===== src/rtl/wake_prio_ctrl.sv =====
module wake_prio_ctrl #(
  parameter int NGPIO = 4,
  parameter int DEB_W = 4,
  parameter int QW    = 4
) (
  input  logic               clk,
  input  logic               rst_n,
  input  logic               sleep_i,
  input  logic [NGPIO-1:0]   gpio_i,
  input  logic               tick_i,
  input  logic               comm_i,
  input  logic               thr_i,
  input  logic [NGPIO+2:0]   src_en_i,
  input  logic [NGPIO+2:0]   src_lvl_i,
  input  logic [NGPIO+2:0]   src_urg_i,
  input  logic [NGPIO+2:0]   src_qual_i,
  input  logic [DEB_W-1:0]   deb_len_i,
  input  logic [QW-1:0]      qual_thr_i,
  input  logic               clr_we_i,
  input  logic [NGPIO+2:0]   clr_data_i,
  output logic               wake_req_o,
  output logic               wake_perf_o,
  output logic [NGPIO+2:0]   cause_o
);
  localparam int NSRC = NGPIO + 3;

  logic [NSRC-1:0]  raw, s1, s2, filt, filt_d;
  logic [NSRC-1:0]  hit, direct, qhit, wset;
  logic [DEB_W-1:0] deb_eff;
  logic [QW-1:0]    thr_eff, qcnt;
  logic             armed, qev, qdone, fire;

  assign raw     = {thr_i, comm_i, tick_i, gpio_i};
  assign deb_eff = (deb_len_i == '0) ? DEB_W'(1) : deb_len_i;
  assign thr_eff = (qual_thr_i == '0) ? QW'(1) : qual_thr_i;

  always_ff @(posedge clk or negedge rst_n)
    if (!rst_n) begin
      s1     <= '0;
      s2     <= '0;
      filt_d <= '0;
    end else begin
      s1     <= raw;
      s2     <= s1;
      filt_d <= filt;
    end

  for (genvar i = 0; i < NSRC; i++) begin : g_deb
    logic [DEB_W-1:0] cnt;
    logic             f;
    always_ff @(posedge clk or negedge rst_n)
      if (!rst_n) begin
        cnt <= '0;
        f   <= 1'b0;
      end else if (s2[i] == f) begin
        cnt <= '0;
      end else if (cnt == deb_eff - 1'b1) begin
        cnt <= '0;
        f   <= s2[i];
      end else begin
        cnt <= cnt + 1'b1;
      end
    assign filt[i] = f;
  end

  assign hit    = src_en_i & ((src_lvl_i & filt) | (~src_lvl_i & filt & ~filt_d));
  assign direct = hit & (~src_qual_i | src_urg_i);
  assign qhit   = hit & src_qual_i & ~src_urg_i;
  assign armed  = sleep_i & ~wake_req_o;
  assign qev    = |qhit;
  assign qdone  = qev && (({1'b0, qcnt} + 1'b1) >= {1'b0, thr_eff});
  assign fire   = armed & ((|direct) | qdone);
  assign wset   = direct | (qdone ? qhit : '0);

  always_ff @(posedge clk or negedge rst_n)
    if (!rst_n) begin
      wake_req_o  <= 1'b0;
      wake_perf_o <= 1'b0;
      cause_o     <= '0;
      qcnt        <= '0;
    end else begin
      cause_o <= (cause_o & ~(clr_we_i ? clr_data_i : '0)) | (fire ? wset : '0);
      if (!sleep_i) begin
        wake_req_o <= 1'b0;
        qcnt       <= '0;
      end else if (fire) begin
        wake_req_o  <= 1'b1;
        wake_perf_o <= |(wset & src_urg_i);
        qcnt        <= '0;
      end else if (armed && qev) begin
        qcnt <= qcnt + 1'b1;
      end
    end
endmodule


===== config.mk =====
export PLATFORM = sky130hd
export DESIGN_NAME = wake_prio_ctrl
export DESIGN_NICKNAME = d
export VERILOG_FILES = /design/src/rtl/wake_prio_ctrl.sv
export SDC_FILE = /design/constraint.sdc
export NUM_CORES = 1
export LEC_CHECK = 0
export CAP_MARGIN = 20
export CORE_AREA = 4 4 90 92
export DETAILED_ROUTE_END_ITERATION = 8
export DIE_AREA = 0 0 94 96
export HOLD_SLACK_MARGIN = 0.12
export PLACE_DENSITY = 0.75
export SYNTH_ARGS = -nofsm -noshare
export SYNTH_HDL_FRONTEND = slang
export SYNTH_SLANG_ARGS = --single-unit
export TNS_END_PERCENT = 5

===== constraint.sdc =====
create_clock -name clk -period 1.9 [get_ports clk]
set_input_delay 0.285 -clock clk [delete_from_list [all_inputs] [get_ports clk]]
set_output_delay 0.285 -clock clk [all_outputs]
set_load 0.01 [all_outputs]

==> qor.yml, run 1 <==
finalCriticalPeriod_ns: 2.02
grt_pass1_wl_um: 12600
worst_slew_pin_slew_ns: 0.376
max_freq_mhz: 495
grt_usage_pct: 18.2
synthTopCellsByCount: "dfrtp_1, xor2_1, nand2_1"
post-dp-hpwl_um: 5590
insertion_delay_ns: 0.35
ir_drop_mv: 0.646
critPathKind: "flip-flop to flip-flop"
fin_crit_sh_pct: 106
die_height_um: 96
synth_edf_count: 0
antenna_found_initial: 0
setup_slack_ns: -0.118
fp-row-count: 31
clkSlewWorstSetupHoldPaths_ns: 0.08
hold_violations: 0
ys_warn_count: 0
die_w_um: 94
ant_nets: 0
via_count: 2607
end_kind: "flip-flop"
avgViaCountPerCell: 4.97
drt-pass1-iter-count: 4
cts_tree: "built"
drive_gt1_share_pct: 24.2
coreArea_sq_mm: 0.00721
initial_core_util_pct: 46.9
drc: 0
required_ns: 2.13
port_buffers: 62
worst_ep_arrival_time_ns: 2.25
synth_top_cell_by_area: "dfrtp_1"
grt_pass1_vias: 2743
finalClockSkew_ns: 0.0144
synth_top_area_share_pct: 51.0
syn2layout_area_growth_pct: 43.8
cts_made_buffers: 9
h-tree-depth: 3
nNetsFinal: 488
dp.cells: 504
drtIter0Drc: 96
p_per_area_mw_per_mm2: 1110
synth.ff_latch_count: 69
drv_cap: 0
synth_nets: 363
leakage_nw: 2.23
clk_path_buf_depth: 2
outcome: "complete, but fails checks"
grt-busiest-layer: "met2"
finalPower_w: 0.00538
gr-total-overflow: 0
cts.sinks: 69
synth_area_leaders: "dfrtp_1, xor2_1, xnor2_1, ha_1, nand2_1"
use_met3_pct: 2.89
setup_tns_ns: -0.897
num_antenna_cells: 0
synth_most_common_cell: "dfrtp_1"
ys_types: 43
violations: "negative setup slack"
grt_max_degree: 70
fin_cells: 525
crit_fanout: 6
synthArstFlopShare_pct: 100
cts_root_buf: "clkbuf_8"
wl_um: 7510
critPathLaunchType: "flip-flop"
yosysSeqAreaShare_pct: 51.0
gp_congestion: 0.814
hold_class: "flip-flop to flip-flop"
maxSlewViolCount: 0
design.die.area_sq_mm: 0.00902
grtUsageMet2_pct: 30.4
rsz0062_at_grt: "true"
finalSetupViolCount: 12
nFillCells: 570
synthCells: 296
drt-wirelength-per-cell_um: 14.3
synth_ff_type: "dfrtp_1"
use_met1_pct: 23.4
slew-limit-headroom_pct: 74.7
syn_avg_cell_area_sq_um: 11.4
syn_area_sq_mm: 0.00339
num_io_pins: 63
flip-flops by register name, summed over array words and instances, names as in the netlist, 4 cells and up:
signal / flops
g_deb.cnt: 28
cause_o: 7
filt_d: 7
g_deb.f: 7
s1: 7
s2: 7
qcnt: 4
cell type report:
class	instances	area (sq um)	share of cell area, %
multi-input cells	219	1730	35.4
repair buffers	116	1040	21.4
clock inverters	5	83.8	1.72
inverters	6	22.5	0.463
well taps	99	124	2.54
clock buffers	11	141	2.90
flip-flops and latches	69	1730	35.5
kinds of logic (layout without fill, tap and decap cells):
group / Yosys count / in the layout / share of synthesized area [%]
XOR/XNOR: 55 / 55 / 14.8
buffers and inverters: 8 / 138 / 0.887
AO/OA/AOI/OAI: 28 / 28 / 7.24
adder cells (fa/ha/maj): 13 / 13 / 4.80
AND/OR/NAND/NOR: 114 / 114 / 18.2
flip-flops: 69 / 69 / 51.0
multiplexers: 9 / 9 / 3.10
metal layers:
metal  up-vias  wire length [um]  part of all wire, %
met1      1236              3500                   47
met2        72              3480                   46
met4         0               148                  2.0
met5         -                 0                    0
met3        14               380                  5.1
li1       1285                 -                    -
worst max-delay path, stage by stage (launching register included):
cell and delay [ns]:
dfrtp_2 0.47, ha_4 0.18, xor2_1 0.13, ha_1 0.27, o21ai_1 0.11, o21a_1 0.19
a21o_1 0.21, nand2_1 0.09, a32o_1 0.24
metrics by stage:
step | setup WS (ns) | utilization [%] | area [sq um] | hold slack (ns)
after global placement | -0.530 | 63.2 | 4560 | 0.331
after CTS | -0.120 | 67.5 | 4870 | 0.342
after global routing | -0.224 | 67.5 | 4870 | 0.356
after floorplan | -0.0383 | - | 3430 | -0.0106
after detailed placement | -0.583 | 63.2 | 4560 | 0.335
final | -0.118 | 67.5 | 4870 | 0.336
timing repair:
item	in CTS	in global routing
resized for setup	14	0
hold buffers	1	0
endpoints found under the hold margin	69	0
endpoints found under the setup margin	39	21
pin swaps	18	0
setup buffers	4	0
report_power, final:
| part | switching (W) | internal, W |
|---|---|---|
| registers | 0.000366 | 0.00187 |
| clock network | 0.000565 | 0.000777 |
| logic | 0.000777 | 0.00103 |
cell usage in the layout (no fill, tap or decap), types with 3 or more instances in the layout:
cell,synthesis,final
xnor2_1,22,21
mux2_1,7,6
a21oi_1,3,3
ha_1,13,9
and3_2,7,7
xor2_1,32,32
nor3_1,7,6
buf_4,0,51
ha_4,0,4
mux2_4,1,3
clkbuf_8,0,10
a32o_1,7,7
nand3_1,9,9
dfrtp_1,69,68
clkdlybuf4s50_1,0,56
nor3b_2,3,3
nand4_1,7,7
nand2_1,27,27
nand2b_1,6,5
dlygate4sd2_1,0,5
inv_1,6,5
and3_1,4,3
nor2_1,26,26
nor2b_1,10,10
path summary, 6_finish.rpt:
kind	to	startpoint	depth (start not counted)	slack, ns
max	cause_o[1]$_DFF_PN0_	qcnt[0]$_DFFE_PN0P_	8	-0.12
min	s2[2]$_DFF_PN0_	s1[2]$_DFF_PN0_	0	0.34
max reg2reg	cause_o[1]$_DFF_PN0_	qcnt[0]$_DFFE_PN0P_	8	-0.12
min reg2reg	s2[2]$_DFF_PN0_	s1[2]$_DFF_PN0_	0	0.34
max in group asynchronous	g_deb[4].cnt[0]$_DFF_PN0_	rst_n	3	1.13
min in group asynchronous	qcnt[1]$_DFFE_PN0P_	rst_n	3	0.47
Power figures use the tool's default switching activity.
==> inputs of run 2 (changes only) <==
Settings changed: SETUP_SLACK_MARGIN set to 0.05.
==> qor.yml, run 2 (synthesis results as in run 1) <==
cts.sinks: 69
maxSlewViolCount: 0
setup_slack_ns: -0.125
p_sw_share_pct: 32.3
nFillCells: 552
path_cells: "buf_4 > ha_4 > nand2b_4 > a211oi_2 > o21a_1 > a21o_1 > nand2_1 > a32o_1"
ant_nets: 0
clkPwrFrac_pct: 22.2
slowest_stage: "dfrtp_2"
coreArea_sq_mm: 0.00721
drt-wirelength-per-cell_um: 14.9
drive_gt1_share_pct: 25.1
hold_class: "flip-flop to flip-flop"
internal-power_w: 0.00359
largest-register: "g_deb.cnt"
die_w_um: 94
num_io_pins: 63
multiInputGateArea_sq_mm: 0.00175
finalClockSkew_ns: 0.00434
drt-pass1-iter-count: 4
max_stage_delay_ns: 0.45
fin_crit_sh_pct: 107
grt_max_degree: 70
nNetsFinal: 489
violations: "negative setup slack"
critPathKind: "flip-flop to flip-flop"
h-tree-depth: 3
drtIter0Drc: 129
drv_cap: 0
required_ns: 2.13
fp-row-count: 31
slew-limit-headroom_pct: 73.3
p_seq_share_pct: 42.2
p_per_area_mw_per_mm2: 1090
grt_usage_pct: 18.6
end_kind: "flip-flop"
gr-total-overflow: 0
avgViaCountPerCell: 4.95
port_buffers: 62
grt_pass1_wl_um: 12900
seq_area_sq_mm: 0.00173
grt_pass1_vias: 2784
largest_reg_flops: 28
layout_common_cells: "dfrtp_1, clkdlybuf4s50_1, buf_4"
insertion_delay_ns: 0.34
worst-path-buf-inv: 1
cts_root_buf: "clkbuf_8"
ir_drop_mv: 0.842
max_freq_mhz: 494
gp_congestion: 0.831
leakage_nw: 2.26
worst_ep_arrival_time_ns: 2.26
crit_fanout: 6
setup_tns_ns: -1.03
finalCriticalPeriod_ns: 2.02
rsz0062_at_grt: "true"
hold-worst-slack_ns: 0.350
drc: 0
p_sw_w: 0.00171
wl_um: 7810
cts_made_buffers: 9
hold_violations: 0
post-dp-hpwl_um: 5730
initial_core_util_pct: 46.9
clkSlewWorstSetupHoldPaths_ns: 0.07
critPathLaunchType: "flip-flop"
p_comb_share_pct: 35.6
via_count: 2603
num_antenna_cells: 0
clk_path_buf_depth: 2
cts_tree: "built"
layout_commonest_cell: "dfrtp_1"
cpLargestDelayFamily: "compound AO/OA/AOI/OAI gates"
finalSetupViolCount: 12
worst_slew_pin_slew_ns: 0.396
syn2layout_area_growth_pct: 43.4
antenna_found_initial: 0
outcome: "complete, but fails checks"
design.die.area_sq_mm: 0.00902
die_height_um: 96
[run 2: worst paths after layout]
kind	slack, ns	start	end	cells after the start
hold reg to reg	0.35	s1[3]$_DFF_PN0_	s2[3]$_DFF_PN0_	0
max in group asynchronous	1.10	rst_n	qcnt[0]$_DFFE_PN0P_	3
setup / recovery	-0.12	qcnt[0]$_DFFE_PN0P_	cause_o[0]$_DFF_PN0_	8
hold / removal	0.35	s1[3]$_DFF_PN0_	s2[3]$_DFF_PN0_	0
min in group asynchronous	0.47	rst_n	wake_perf_o$_DFFE_PN0P_	3
setup reg to reg	-0.12	qcnt[0]$_DFFE_PN0P_	cause_o[0]$_DFF_PN0_	8
[run 2: per-layer routing]
metal  track usage, %  vias to the layer above  wire [um]  share of wire [%]
met1             23.9                     1241       3510                 45
met3             3.91                       13        470                6.0
met5                0                        -          0                  0
met2             31.0                       72       3710                 47
li1                 -                     1277          -                  -
met4             6.86                        0        125                1.6
[run 2: layout make-up]
cell class,count,area share [%]
multi-input combinational,219,36.0
sequential,69,35.6
timing repair buffer,117,21.4
clock buffer,12,2.99
tap,99,2.55
clock inverter,4,0.979
inverter,6,0.464
[run 2: timing repair]
item,in CTS,in global routing
setup buffers,2,2
pin swaps,19,6
hold buffers,1,0
gates resized for setup,10,9
endpoints found under the hold margin,69,0
setup endpoints to repair,41,20
gates cloned,0,0
[run 2: power groups by stage]
stage | sequential, W | clock (W) | combinational (W)
global route | 0.00230 | 0.00127 | 0.00210
detailed placement | 0.00225 | 0 | 0.00180
CTS | 0.00224 | 0.00121 | 0.00182
finish | 0.00224 | 0.00118 | 0.00189
global placement | 0.00223 | 0 | 0.00173
floorplan | 0.00220 | 0 | 0.00103
[run 2: stage by stage]
stage	instance area [sq um]	total power (W)	worst slack, ns	std cells	util [%]
finish	4860	0.00531	-0.125	526	67.3
global route	4860	0.00567	-0.252	526	67.3
CTS	4790	0.00527	-0.153	524	66.4
detailed placement	4560	0.00405	-0.572	505	63.2
global placement	4560	0.00396	-0.528	505	63.2
floorplan	3440	0.00323	-0.0383	296	-
==> inputs of run 3 (changes only) <==
Settings changed: CORE_AREA 4 4 90 92 to 4 4 94 96, DIE_AREA 0 0 94 96 to 0 0 98 100, PLACE_DENSITY 0.75 to 0.69.
==> qor.yml, run 3 (synthesis results as in run 1) <==
hold_class: "flip-flop to flip-flop"
setup_slack_ns: -0.0825
finalClockSkew_ns: 0.00748
drtIter0Drc: 142
maxSlewViolCount: 0
max_freq_mhz: 504
grt_usage_pct: 16.3
reg2reg_slack_ns: -0.08
largest-register: "g_deb.cnt"
antenna_found_initial: 0
layout_commonest_cell: "dfrtp_1"
nNetsFinal: 495
max_stage_delay_ns: 0.44
die_w_um: 98
layout_common_cells: "dfrtp_1, buf_4, clkdlybuf4s50_1"
path_common_cell: "buf_4"
fp-row-count: 33
cts_tree: "built"
via_count: 2615
leakage_nw: 2.27
h-tree-depth: 3
slowest_stage: "dfrtp_2"
rsz0062_at_grt: "true"
drt-pass1-iter-count: 4
drive_gt1_share_pct: 24.5
outcome: "complete, but fails checks"
grt_pass1_vias: 2741
coreArea_sq_mm: 0.00805
ir_drop_mv: 0.413
holdPathEnd: "s2[2]$_DFF_PN0_"
violations: "negative setup slack"
p_per_area_mw_per_mm2: 1050
wl_um: 7380
grt_pass1_wl_um: 12700
worst_slew_pin_slew_ns: 0.474
clkSlewWorstSetupHoldPaths_ns: 0.07
gr-total-overflow: 0
syn2layout_area_growth_pct: 44.5
required_ns: 2.12
finalPower_w: 0.00516
clk_path_buf_depth: 2
cts_made_buffers: 9
grt_max_degree: 70
crit_fanout: 6
avgViaCountPerCell: 4.86
finalCriticalPeriod_ns: 1.98
r2r-end: "cause_o[4]$_DFF_PN0_"
drc: 0
largest_reg_flops: 28
path_cells: "buf_4 > ha_4 > nand2b_4 > a211oi_2 > o21a_1 > buf_4 > a21o_4 > nand2_1 > a32o_1"
port_buffers: 62
critPathLaunchType: "flip-flop"
insertion_delay_ns: 0.34
initial_core_util_pct: 42.1
die_height_um: 100
cts_root_buf: "clkbuf_8"
rr_worst_depth: 9
ant_nets: 0
drt-wirelength-per-cell_um: 13.7
design.die.area_sq_mm: 0.00980
reg2reg_from: "qcnt[0]$_DFFE_PN0P_"
hold_start: "s1[2]$_DFF_PN0_"
hold-worst-slack_ns: 0.347
gp_congestion: 0.784
end_kind: "flip-flop"
drv_cap: 0
hold_violations: 0
worst_ep_arrival_time_ns: 2.20
slew-limit-headroom_pct: 68.1
cts.sinks: 69
post-dp-hpwl_um: 5510
num_io_pins: 63
critPathKind: "flip-flop to flip-flop"
num_antenna_cells: 0
whs_path_depth: 0
finalSetupViolCount: 11
fin_crit_sh_pct: 104
## run 3: changes by cell type in the layout (fill, tap and decap cells not counted), sizes merged
cell / change
buf: +6
bufinv: -1
clkbuf: +3
clkinv: -1
clkinvlp: -1
## run 3: power breakdown
group	internal [W]	total (W)	leakage, nW	switching [W]
clock network	0.000546	0.00105	0.0877	0.000503
registers	0.00187	0.00221	0.878	0.000345
logic	0.00109	0.00190	1.30	0.000807
## run 3: final cells by class
class,count,area [sq um]
clock buffers,15,166
flip-flops and latches,69,1730
fillers,667,3160
multi-input cells,219,1730
clock inverters,1,5.00
well taps,105,131
repair buffers,123,1110
inverters,6,22.5
## run 3: per-layer routing
layer	global-route usage, %	wire, um	up-vias
li1	-	-	1293
met1	20.0	3280	1255
met2	27.6	3630	57
met3	3.96	348	10
met4	7.03	129	0
met5	0	0	-
## run 3: timing repair
action | 4_1_cts | 5_1_grt
pin swaps | 15 | 4
resized for setup | 9 | 5
endpoints found under the hold margin | 69 | 0
hold buffers | 1 | 0
buffers inserted | 4 | 5
endpoints found under the setup margin | 38 | 20
## run 3: per-stage QoR
| step | worst slack, ns | instances | setup TNS (ns) | utilization [%] | area (sq um) |
|---|---|---|---|---|---|
| detailed placement | -0.613 | 512 | -19.08 | 57.1 | 4600 |
| CTS | -0.163 | 533 | -1.19 | 60.0 | 4830 |
| floorplan | -0.0383 | 296 | -0.0383 | - | 3440 |
| finish | -0.0825 | 538 | -0.406 | 60.8 | 4890 |
| global route | -0.150 | 538 | -1.49 | 60.8 | 4890 |
| global placement | -0.528 | 512 | -16.37 | 57.1 | 4600 |
## run 3: worst max-delay path by stage
stage,end,start,cells past startpoint
after floorplan,wake_perf_o$_DFFE_PN0P_,qcnt[0]$_DFFE_PN0P_,8
after global routing,cause_o[2]$_DFF_PN0_,qcnt[1]$_DFFE_PN0P_,9
after global placement,cause_o[3]$_DFF_PN0_,qual_thr_i[2],10
final,cause_o[4]$_DFF_PN0_,qcnt[0]$_DFFE_PN0P_,9
after detailed placement,cause_o[4]$_DFF_PN0_,qual_thr_i[2],10
after CTS,cause_o[4]$_DFF_PN0_,qcnt[0]$_DFFE_PN0P_,7
## run 3: worst max-delay path, delay by kind of cell, from the launching register on
kind / cells / cell delay (ns)
AOI/OAI and AO/OA: 4 / 0.73
buffers and inverters: 2 / 0.27
adders and majority gates: 1 / 0.22
and+or+nand+nor: 2 / 0.20
DFF: 1 / 0.44
